## config.mk

```make
export PLATFORM = sky130hd
export DESIGN_NAME = sync_burst_sram
export DESIGN_NICKNAME = d
export VERILOG_FILES = /design/src/rtl/sbsram_pkg.sv /design/src/rtl/sbsram_decode.sv /design/src/rtl/sbsram_burst_seq.sv /design/src/rtl/sbsram_array.sv /design/src/rtl/sync_burst_sram.sv
export SDC_FILE = /design/constraint.sdc
export NUM_CORES = 2
export LEC_CHECK = 0
export BUFFER_PORTS_ARGS = -buffer_cell sky130_fd_sc_hd__buf_2
export CORE_UTILIZATION = 55
export DETAILED_ROUTE_END_ITERATION = 6
export HOLD_SLACK_MARGIN = 0.03
export PLACE_DENSITY = 0.71
export RECOVER_POWER = 25
export SLEW_MARGIN = 10
export SYNTH_ARGS = -nofsm -noshare
export SYNTH_HDL_FRONTEND = slang
export SYNTH_SLANG_ARGS = --single-unit
export TNS_END_PERCENT = 1
```

## constraint.sdc

```tcl
create_clock -name clk -period 3.2 [get_ports clk]
set_input_delay 0.16 -clock clk [delete_from_list [all_inputs] [get_ports clk]]
set_output_delay 0.16 -clock clk [all_outputs]
set_load 0.01 [all_outputs]
```

## src/rtl/sbsram_pkg.sv

```systemverilog
package sbsram_pkg;
  typedef enum logic [1:0] {
    OP_IDLE  = 2'd0,
    OP_DESEL = 2'd1,
    OP_READ  = 2'd2,
    OP_WRITE = 2'd3
  } sb_op_e;
endpackage

```

## src/rtl/sbsram_decode.sv

```systemverilog
module sbsram_decode
  import sbsram_pkg::*;
#(
  parameter int NB = 4
) (
  input  logic          start_cpu_n,
  input  logic          start_ctl_n,
  input  logic          next_n,
  input  logic          sel_a_n,
  input  logic          sel_b,
  input  logic          sel_c_n,
  input  logic          wr_all_n,
  input  logic          wr_byte_en_n,
  input  logic [NB-1:0] byte_sel_n,
  input  logic          active,
  output logic          begin_o,
  output logic          desel_o,
  output logic          adv_o,
  output sb_op_e        op_o,
  output logic [NB-1:0] mask_o
);
  logic          selected;
  logic          start_any;
  logic          wr_req;
  logic [NB-1:0] lane_mask;

  assign selected  = ~sel_a_n & sel_b & ~sel_c_n;
  assign start_any = ~start_cpu_n | ~start_ctl_n;
  assign wr_req    = ~wr_all_n | (~wr_byte_en_n & ~(&byte_sel_n));

  always_comb begin
    if (!wr_all_n)          lane_mask = '1;
    else if (!wr_byte_en_n) lane_mask = ~byte_sel_n;
    else                    lane_mask = '0;
  end

  always_comb begin
    if (start_any) begin
      if (!selected)         op_o = OP_DESEL;
      else if (!start_cpu_n) op_o = OP_READ;
      else                   op_o = wr_req ? OP_WRITE : OP_READ;
    end else if (active) begin
      op_o = wr_req ? OP_WRITE : OP_READ;
    end else begin
      op_o = OP_IDLE;
    end
  end

  assign begin_o = start_any & selected;
  assign desel_o = start_any & ~selected;
  assign adv_o   = ~start_any & active & ~next_n;
  assign mask_o  = (op_o == OP_WRITE) ? lane_mask : '0;
endmodule

```

## src/rtl/sbsram_burst_seq.sv

```systemverilog
module sbsram_burst_seq #(
  parameter int AW = 6,
  parameter int BB = 2
) (
  input  logic          clk,
  input  logic          rst,
  input  logic          hold,
  input  logic          begin_i,
  input  logic          desel_i,
  input  logic          adv_i,
  input  logic          linear_i,
  input  logic [AW-1:0] addr_i,
  output logic [AW-1:0] addr_o,
  output logic          active_o
);
  logic [AW-1:0] base_q;
  logic [BB-1:0] cnt_q;
  logic [BB-1:0] cnt_nxt;
  logic          act_q;

  function automatic logic [BB-1:0] step_lo(input logic [BB-1:0] s,
                                             input logic [BB-1:0] c,
                                             input logic lin);
    return lin ? (s + c) : (s ^ c);
  endfunction

  assign cnt_nxt  = adv_i ? cnt_q + 1'b1 : cnt_q;
  assign active_o = act_q;
  assign addr_o   = begin_i ? addr_i
                  : {base_q[AW-1:BB], step_lo(base_q[BB-1:0], cnt_nxt, linear_i)};

  always_ff @(posedge clk) begin
    if (rst) begin
      base_q <= '0;
      cnt_q  <= '0;
      act_q  <= 1'b0;
    end else if (!hold) begin
      if (begin_i) begin
        base_q <= addr_i;
        cnt_q  <= '0;
        act_q  <= 1'b1;
      end else if (desel_i) begin
        act_q  <= 1'b0;
      end else begin
        cnt_q  <= cnt_nxt;
      end
    end
  end

  // a suspend cycle keeps the burst position
  a_r6_suspend_holds: assert property (@(posedge clk) disable iff (rst)
    (!hold && act_q && !begin_i && !desel_i && !adv_i) |=> $stable(cnt_q));
  // sleep freezes the burst state
  a_r12_burst_frozen: assert property (@(posedge clk) disable iff (rst)
    hold |=> ($stable(cnt_q) && $stable(act_q) && $stable(base_q)));
endmodule

```

## src/rtl/sbsram_array.sv

```systemverilog
module sbsram_array #(
  parameter int AW = 6,
  parameter int DW = 32,
  parameter int NB = 4
) (
  input  logic          clk,
  input  logic          rst,
  input  logic          en_i,
  input  logic          we_i,
  input  logic          rd_i,
  input  logic [NB-1:0] mask_i,
  input  logic [AW-1:0] addr_i,
  input  logic [DW-1:0] wdata_i,
  output logic [DW-1:0] rdata_o
);
  localparam int LW    = DW / NB;
  localparam int DEPTH = 1 << AW;

  for (genvar g = 0; g < NB; g++) begin : g_lane
    logic [LW-1:0] mem_q [DEPTH];
    logic [LW-1:0] rd_q;

    always_ff @(posedge clk) begin
      if (en_i && we_i && mask_i[g]) mem_q[addr_i] <= wdata_i[g*LW +: LW];
    end

    always_ff @(posedge clk) begin
      if (rst)              rd_q <= '0;
      else if (en_i && rd_i) rd_q <= mem_q[addr_i];
    end

    assign rdata_o[g*LW +: LW] = rd_q;
  end
endmodule

```

## src/rtl/sync_burst_sram.sv

```systemverilog
module sync_burst_sram
  import sbsram_pkg::*;
#(
  parameter int AW = 6,
  parameter int DW = 32,
  parameter int NB = 4,
  parameter int BB = 2
) (
  input  logic          clk,
  input  logic          rst,
  input  logic          sleep_i,
  input  logic          linear_i,
  input  logic          oe_n_i,
  input  logic          sel_a_n_i,
  input  logic          sel_b_i,
  input  logic          sel_c_n_i,
  input  logic          start_cpu_n_i,
  input  logic          start_ctl_n_i,
  input  logic          next_n_i,
  input  logic          wr_all_n_i,
  input  logic          wr_byte_en_n_i,
  input  logic [NB-1:0] byte_sel_n_i,
  input  logic [AW-1:0] addr_i,
  input  logic [DW-1:0] din_i,
  output logic [DW-1:0] dout_o,
  output logic          dout_en_o
);
  logic          begin_w, desel_w, adv_w, active_w;
  sb_op_e        op_w;
  logic [NB-1:0] mask_w;
  logic [AW-1:0] addr_w;

  sb_op_e        op_q;
  logic [AW-1:0] addr_q;
  logic [DW-1:0] din_q;
  logic [NB-1:0] mask_q;
  logic          rd_q;

  sbsram_decode #(.NB(NB)) u_decode (
    .start_cpu_n (start_cpu_n_i),
    .start_ctl_n (start_ctl_n_i),
    .next_n      (next_n_i),
    .sel_a_n     (sel_a_n_i),
    .sel_b       (sel_b_i),
    .sel_c_n     (sel_c_n_i),
    .wr_all_n    (wr_all_n_i),
    .wr_byte_en_n(wr_byte_en_n_i),
    .byte_sel_n  (byte_sel_n_i),
    .active      (active_w),
    .begin_o     (begin_w),
    .desel_o     (desel_w),
    .adv_o       (adv_w),
    .op_o        (op_w),
    .mask_o      (mask_w)
  );

  sbsram_burst_seq #(.AW(AW), .BB(BB)) u_burst (
    .clk     (clk),
    .rst     (rst),
    .hold    (sleep_i),
    .begin_i (begin_w),
    .desel_i (desel_w),
    .adv_i   (adv_w),
    .linear_i(linear_i),
    .addr_i  (addr_i),
    .addr_o  (addr_w),
    .active_o(active_w)
  );

  // command register stage
  always_ff @(posedge clk) begin
    if (rst) begin
      op_q   <= OP_IDLE;
      addr_q <= '0;
      din_q  <= '0;
      mask_q <= '0;
    end else if (!sleep_i) begin
      op_q   <= op_w;
      addr_q <= addr_w;
      din_q  <= din_i;
      mask_q <= mask_w;
    end
  end

  sbsram_array #(.AW(AW), .DW(DW), .NB(NB)) u_array (
    .clk    (clk),
    .rst    (rst),
    .en_i   (~sleep_i),
    .we_i   (op_q == OP_WRITE),
    .rd_i   (op_q == OP_READ),
    .mask_i (mask_q),
    .addr_i (addr_q),
    .wdata_i(din_q),
    .rdata_o(dout_o)
  );

  // output slot register: valid only for a read
  always_ff @(posedge clk) begin
    if (rst)           rd_q <= 1'b0;
    else if (!sleep_i) rd_q <= (op_q == OP_READ);
  end

  assign dout_en_o = rd_q & ~oe_n_i;

  // begin strobe while unselected becomes a deselect
  a_r1_unselected_desel: assert property (@(posedge clk) disable iff (rst)
    (!sleep_i && (!start_cpu_n_i || !start_ctl_n_i)
     && !(!sel_a_n_i && sel_b_i && !sel_c_n_i)) |=> (op_q == OP_DESEL));
  // processor strobe begin is a read
  a_r2_cpu_start_reads: assert property (@(posedge clk) disable iff (rst)
    (!sleep_i && !start_cpu_n_i && !sel_a_n_i && sel_b_i && !sel_c_n_i)
    |=> (op_q == OP_READ));
  // registered read drives the output slot one edge later
  a_r8_read_latency: assert property (@(posedge clk) disable iff (rst)
    (!sleep_i && op_q == OP_READ) |=> rd_q);
  // non-read commands leave the slot undriven
  a_r9_no_drive: assert property (@(posedge clk) disable iff (rst)
    (!sleep_i && op_q != OP_READ) |=> !rd_q);
  // full-word write followed by read of the same address
  a_r10_pass_through: assert property (@(posedge clk) disable iff (rst)
    (!sleep_i && op_q == OP_READ && $past(op_q) == OP_WRITE && $past(!sleep_i)
     && $past(addr_q) == addr_q && (&$past(mask_q))) |=> (dout_o == $past(din_q, 2)));
  // sleep freezes outputs and command stage
  a_r12_sleep_holds: assert property (@(posedge clk) disable iff (rst)
    sleep_i |=> ($stable(dout_o) && $stable(rd_q) && $stable(op_q)));
endmodule

```

==> reports/results.tsv <==
stage	metric	value	unit
status	status	finished with violations	
status	failing checks	capacitance limit, slew limit	
synthesis	yosys warns	0	
cts	H-tree depth	4	
synthesis	Mapped Area	83200	µm²
synthesis	share of the synthesized area in the top cell type	74.0	%
power	power per cell area	587	nW/µm²
timing	final clock skew	40.5	ps
place	Detailed Place HPWL	163	mm
floorplan	die height	391	µm
timing	Finish-stage setup viols	0	
power	LEAKAGE	0.0311	µW
drt	met3 routed WL	35.5	mm
timing	fmax	317	MHz
timing	Slew Limit Fails	728	
power	VDD IR max	0.528	mV
synthesis	Synth cell types	68	
drt	Top Metal Used	met5	
place	Port Buffers	87	
worst_setup_path	CP max FO	46	
synthesis	Synth Area in Adders	0.0150	%
global_routing	vias in the first global route	49400	
worst_setup_path	CP Launch Point	addr_q[1]	
floorplan	core area	150000	µm²
worst_setup_path	WP data required	3930	ps
power	sequential cell fraction of total power	54.5	%
worst_setup_path	Worst Setup End Kind	flip-flop	
drt	WL met2	114	mm
worst_setup_path	Setup CP Type	reg -> reg	
synthesis	main combinational cell family by area after synthesis	multiplexers	
timing	fin crit period	3160	ps
cts	CTS tree	yes	
synthesis	XOR/XNOR share of the synthesized area	0.0421	%
timing	Fin Setup TNS	0	ps
synthesis	mux contribution to synthesized area	9.05	%
global_routing	largest net degree at the start of global routing	66	
min_path	worst hold path class	in -> reg	
drt	DR iter-0 viols	8220	
synthesis	main area contributors after synthesis	edfxtp_1 74%, mux4_2 3.7%, a221oi_1 2.9%	
layout	Total Nets Final	5425	
synthesis	asr flop ratio synth	0	%
timing	RSZ-0062 raised after global routing	no	
synthesis	simple-gate share of the synthesized area	3.65	%
power	Clock Power Share	42.6	%
floorplan	FP Rows	142	
synthesis	Seq cells post-synth	2134	
worst_setup_path	Slowest cell on crit path	dfxtp_4	
worst_setup_path	slowest cell delay on critical path	610	ps
timing	Final period util	98.7	%
synthesis	ys flop type	edfxtp_1	
drt	residual DRC count	0	
flow_run	max cap viols	16	
cts	Num Clock Sinks	2134	
worst_setup_path	R2R Setup Slk	40	ps
drt	vias	51500	
layout	area occupied by multi-input gates	18100	µm²
global_routing	total track usage	33.4	%
synthesis	dominant cell type by area after synthesis	edfxtp_1	
drt	Pre-antenna DRT Iters	7	
timing	WHS	74.2	ps
power	Psw	11900	µW
timing	Final Hold Fails	0	
layout	Synth-to-Final Area Change	16.5	%
layout	final std cells w/o fill	7566	
timing	max_slew headroom	-61.2	%
cts	clock slew seen by the registers of the worst setup and hold paths	60	ps
worst_setup_path	R2R Path Start	addr_q[1]	
worst_setup_path	Worst Path Arrival	3890	ps
cts	clk buf depth	3	
synthesis	register area share after synthesis	76.0	%
power	Sw Share	20.9	%
worst_setup_path	FF-to-FF End	u_array.g_lane[1].rd_q[7]	
synthesis	number of flops mapped to enable cells by yosys	2048	
worst_setup_path	Setup crit end	u_array.g_lane[1].rd_q[7]	
floorplan	die area	153000	µm²
worst_setup_path	CP startpoint kind	flip-flop	
worst_setup_path	worst reg2reg path depth	8	
drt	DRT Wirelength	256	mm
place	cell count after placement	7091	
synthesis	area fraction in compound gates after synthesis	8.91	%
layout	register area	63200	µm²
drt	via/cell ratio	6.80	
cts	root buffer cell	clkbuf_16	
place	RePlAce Congestion	0.978	
synthesis	syn avg cell area	17.4	µm²
timing	worst-margin pin slew	2420	ps
floorplan	I/O pins	88	
layout	most frequent cells in the layout	2048 x edfxtp_1, 486 x buf_4, 451 x nor2_1	
drt	DRT antenna net count	0	
floorplan	Initial Utilization	55.5	%
drt	Routed wire per std cell	33.8	µm
global_routing	total gr overflow	0	
global_routing	first-pass GRT wire length	360	mm
power	Combinational Power Share	2.8	%
power	Int Pwr	44900	µW
cts	total CTS buffers	204	
floorplan	Die W	391	µm
global_routing	antenna violations before repair	9	
synthesis	Post-Synthesis Cells	4792	
cts	latest clock arrival within the worst-skew pair	860	ps
drt	WL met1	90.7	mm
layout	fillers	10200	
worst_setup_path	CP Cell Sequence	buf_4 -> inv_6 -> buf_12 -> a221oi_1 -> a31oi_1 -> a21oi_1 -> o221ai_1 -> o31a_1	
layout	commonest non-fill, non-tap cell in the layout	edfxtp_1	
layout	ratio of cells with drive above 1 in the final layout	23.9	%
synthesis	Synth Net Count	4848	
==> area by class of cell <==
type                       instances  area share [%]
clock inverter                   119            1.33
inverter                           7          0.0400
clock buffer                     259            5.60
tap                             2016            2.60
antenna                            9          0.0233
sequential                      2134            65.3
timing repair buffer             723            6.37
multi-input combinational       2299            18.7
==> registers in the layout, indices dropped and copies added, names as in the netlist <==
name / flops
addr_q: 6
din_q: 32
mask_q: 4
op_q: 2
rd_q: 1
u_array.g_lane.mem_q: 2048
u_array.g_lane.rd_q: 32
u_burst.active_o: 1
u_burst.base_q: 6
u_burst.cnt_q: 2
==> layer usage <==
layer	up-vias	track usage (%)
li1	20600	-
met1	25900	44.9
met2	4192	49.4
met3	766	9.79
met4	10	17.8
met5	-	0
==> kinds of logic (layout without fill, tap and decap cells) <==
logic type / count (synthesis) / count (layout)
multiplexers: 554 / 554
AND/OR/NAND/NOR: 754 / 754
other: 0 / 9
XOR/XNOR: 4 / 4
AO/OA/AOI/OAI: 986 / 986
adder cells (fa/ha/maj): 1 / 1
buffers and inverters: 359 / 1108
flip-flops: 2134 / 2134
==> metrics by stage <==
stage | instance area (µm²) | setup slack (ps) | total power [µW] | utilization, %
2_1_floorplan | 83200 | 815 | 32200 | -
3_3_place_gp | 89300 | 205 | 33000 | 59.5
3_5_place_dp | 89300 | 200 | 33100 | 59.5
4_1_cts | 96900 | 154 | 56900 | 64.6
5_1_grt | 96800 | 4.14 | 58000 | 64.6
6_report | 96900 | 40.8 | 56800 | 64.6
==> how the worst min path moves through the flow <==
| stage | slack (ps) | cells past startpoint | start | to |
|---|---|---|---|---|
| 5_1_grt | 80 | 4 | din_i[9] | din_q[9] |
| 4_1_cts | 30 | 4 | din_i[11] | din_q[11] |
| 3_5_place_dp | 400 | 3 | din_i[4] | din_q[4] |
| 3_3_place_gp | 390 | 3 | din_i[27] | din_q[27] |
| 6_report | 70 | 4 | din_i[11] | din_q[11] |
| 2_1_floorplan | 300 | 2 | addr_i[0] | u_burst.base_q[0] |
==> what timing repair did <==
action	in CTS	in global routing
endpoints found under the setup margin	0	8
hold endpoints to repair	67	0
resized for setup	0	1
hold buffers	88	0
setup buffers	0	0
==> cell usage after synthesis (27+ instances only) <==
library cell	number
edfxtp_1	2048
buf_1	27
dfxtp_1	86
buf_2	112
o2bb2ai_1	31
buf_4	76
mux2i_1	218
o221ai_1	29
a22o_1	35
mux4_2	138
o21ai_0	81
clkbuf_1	119
nand2_1	216
a22oi_1	161
nor2_1	456
o22ai_1	97
a21oi_1	115
mux2_2	196
a221oi_1	272
==> critical path, delay by kind of cell (launching register included) <==
family                 cells  cell delay, ps
AOI/OAI and AO/OA          5            1460
buffers and inverters      3             920
DFF                        1             610
==> power groups by stage <==
stage	combinational, µW	sequential [µW]	clock [µW]
floorplan	733	31500	0
global route	1660	31000	25400
detailed placement	1480	31600	0
global placement	1450	31600	0
finish	1610	31000	24200
CTS	1570	31000	24300
Power figures use the tool's default switching activity.
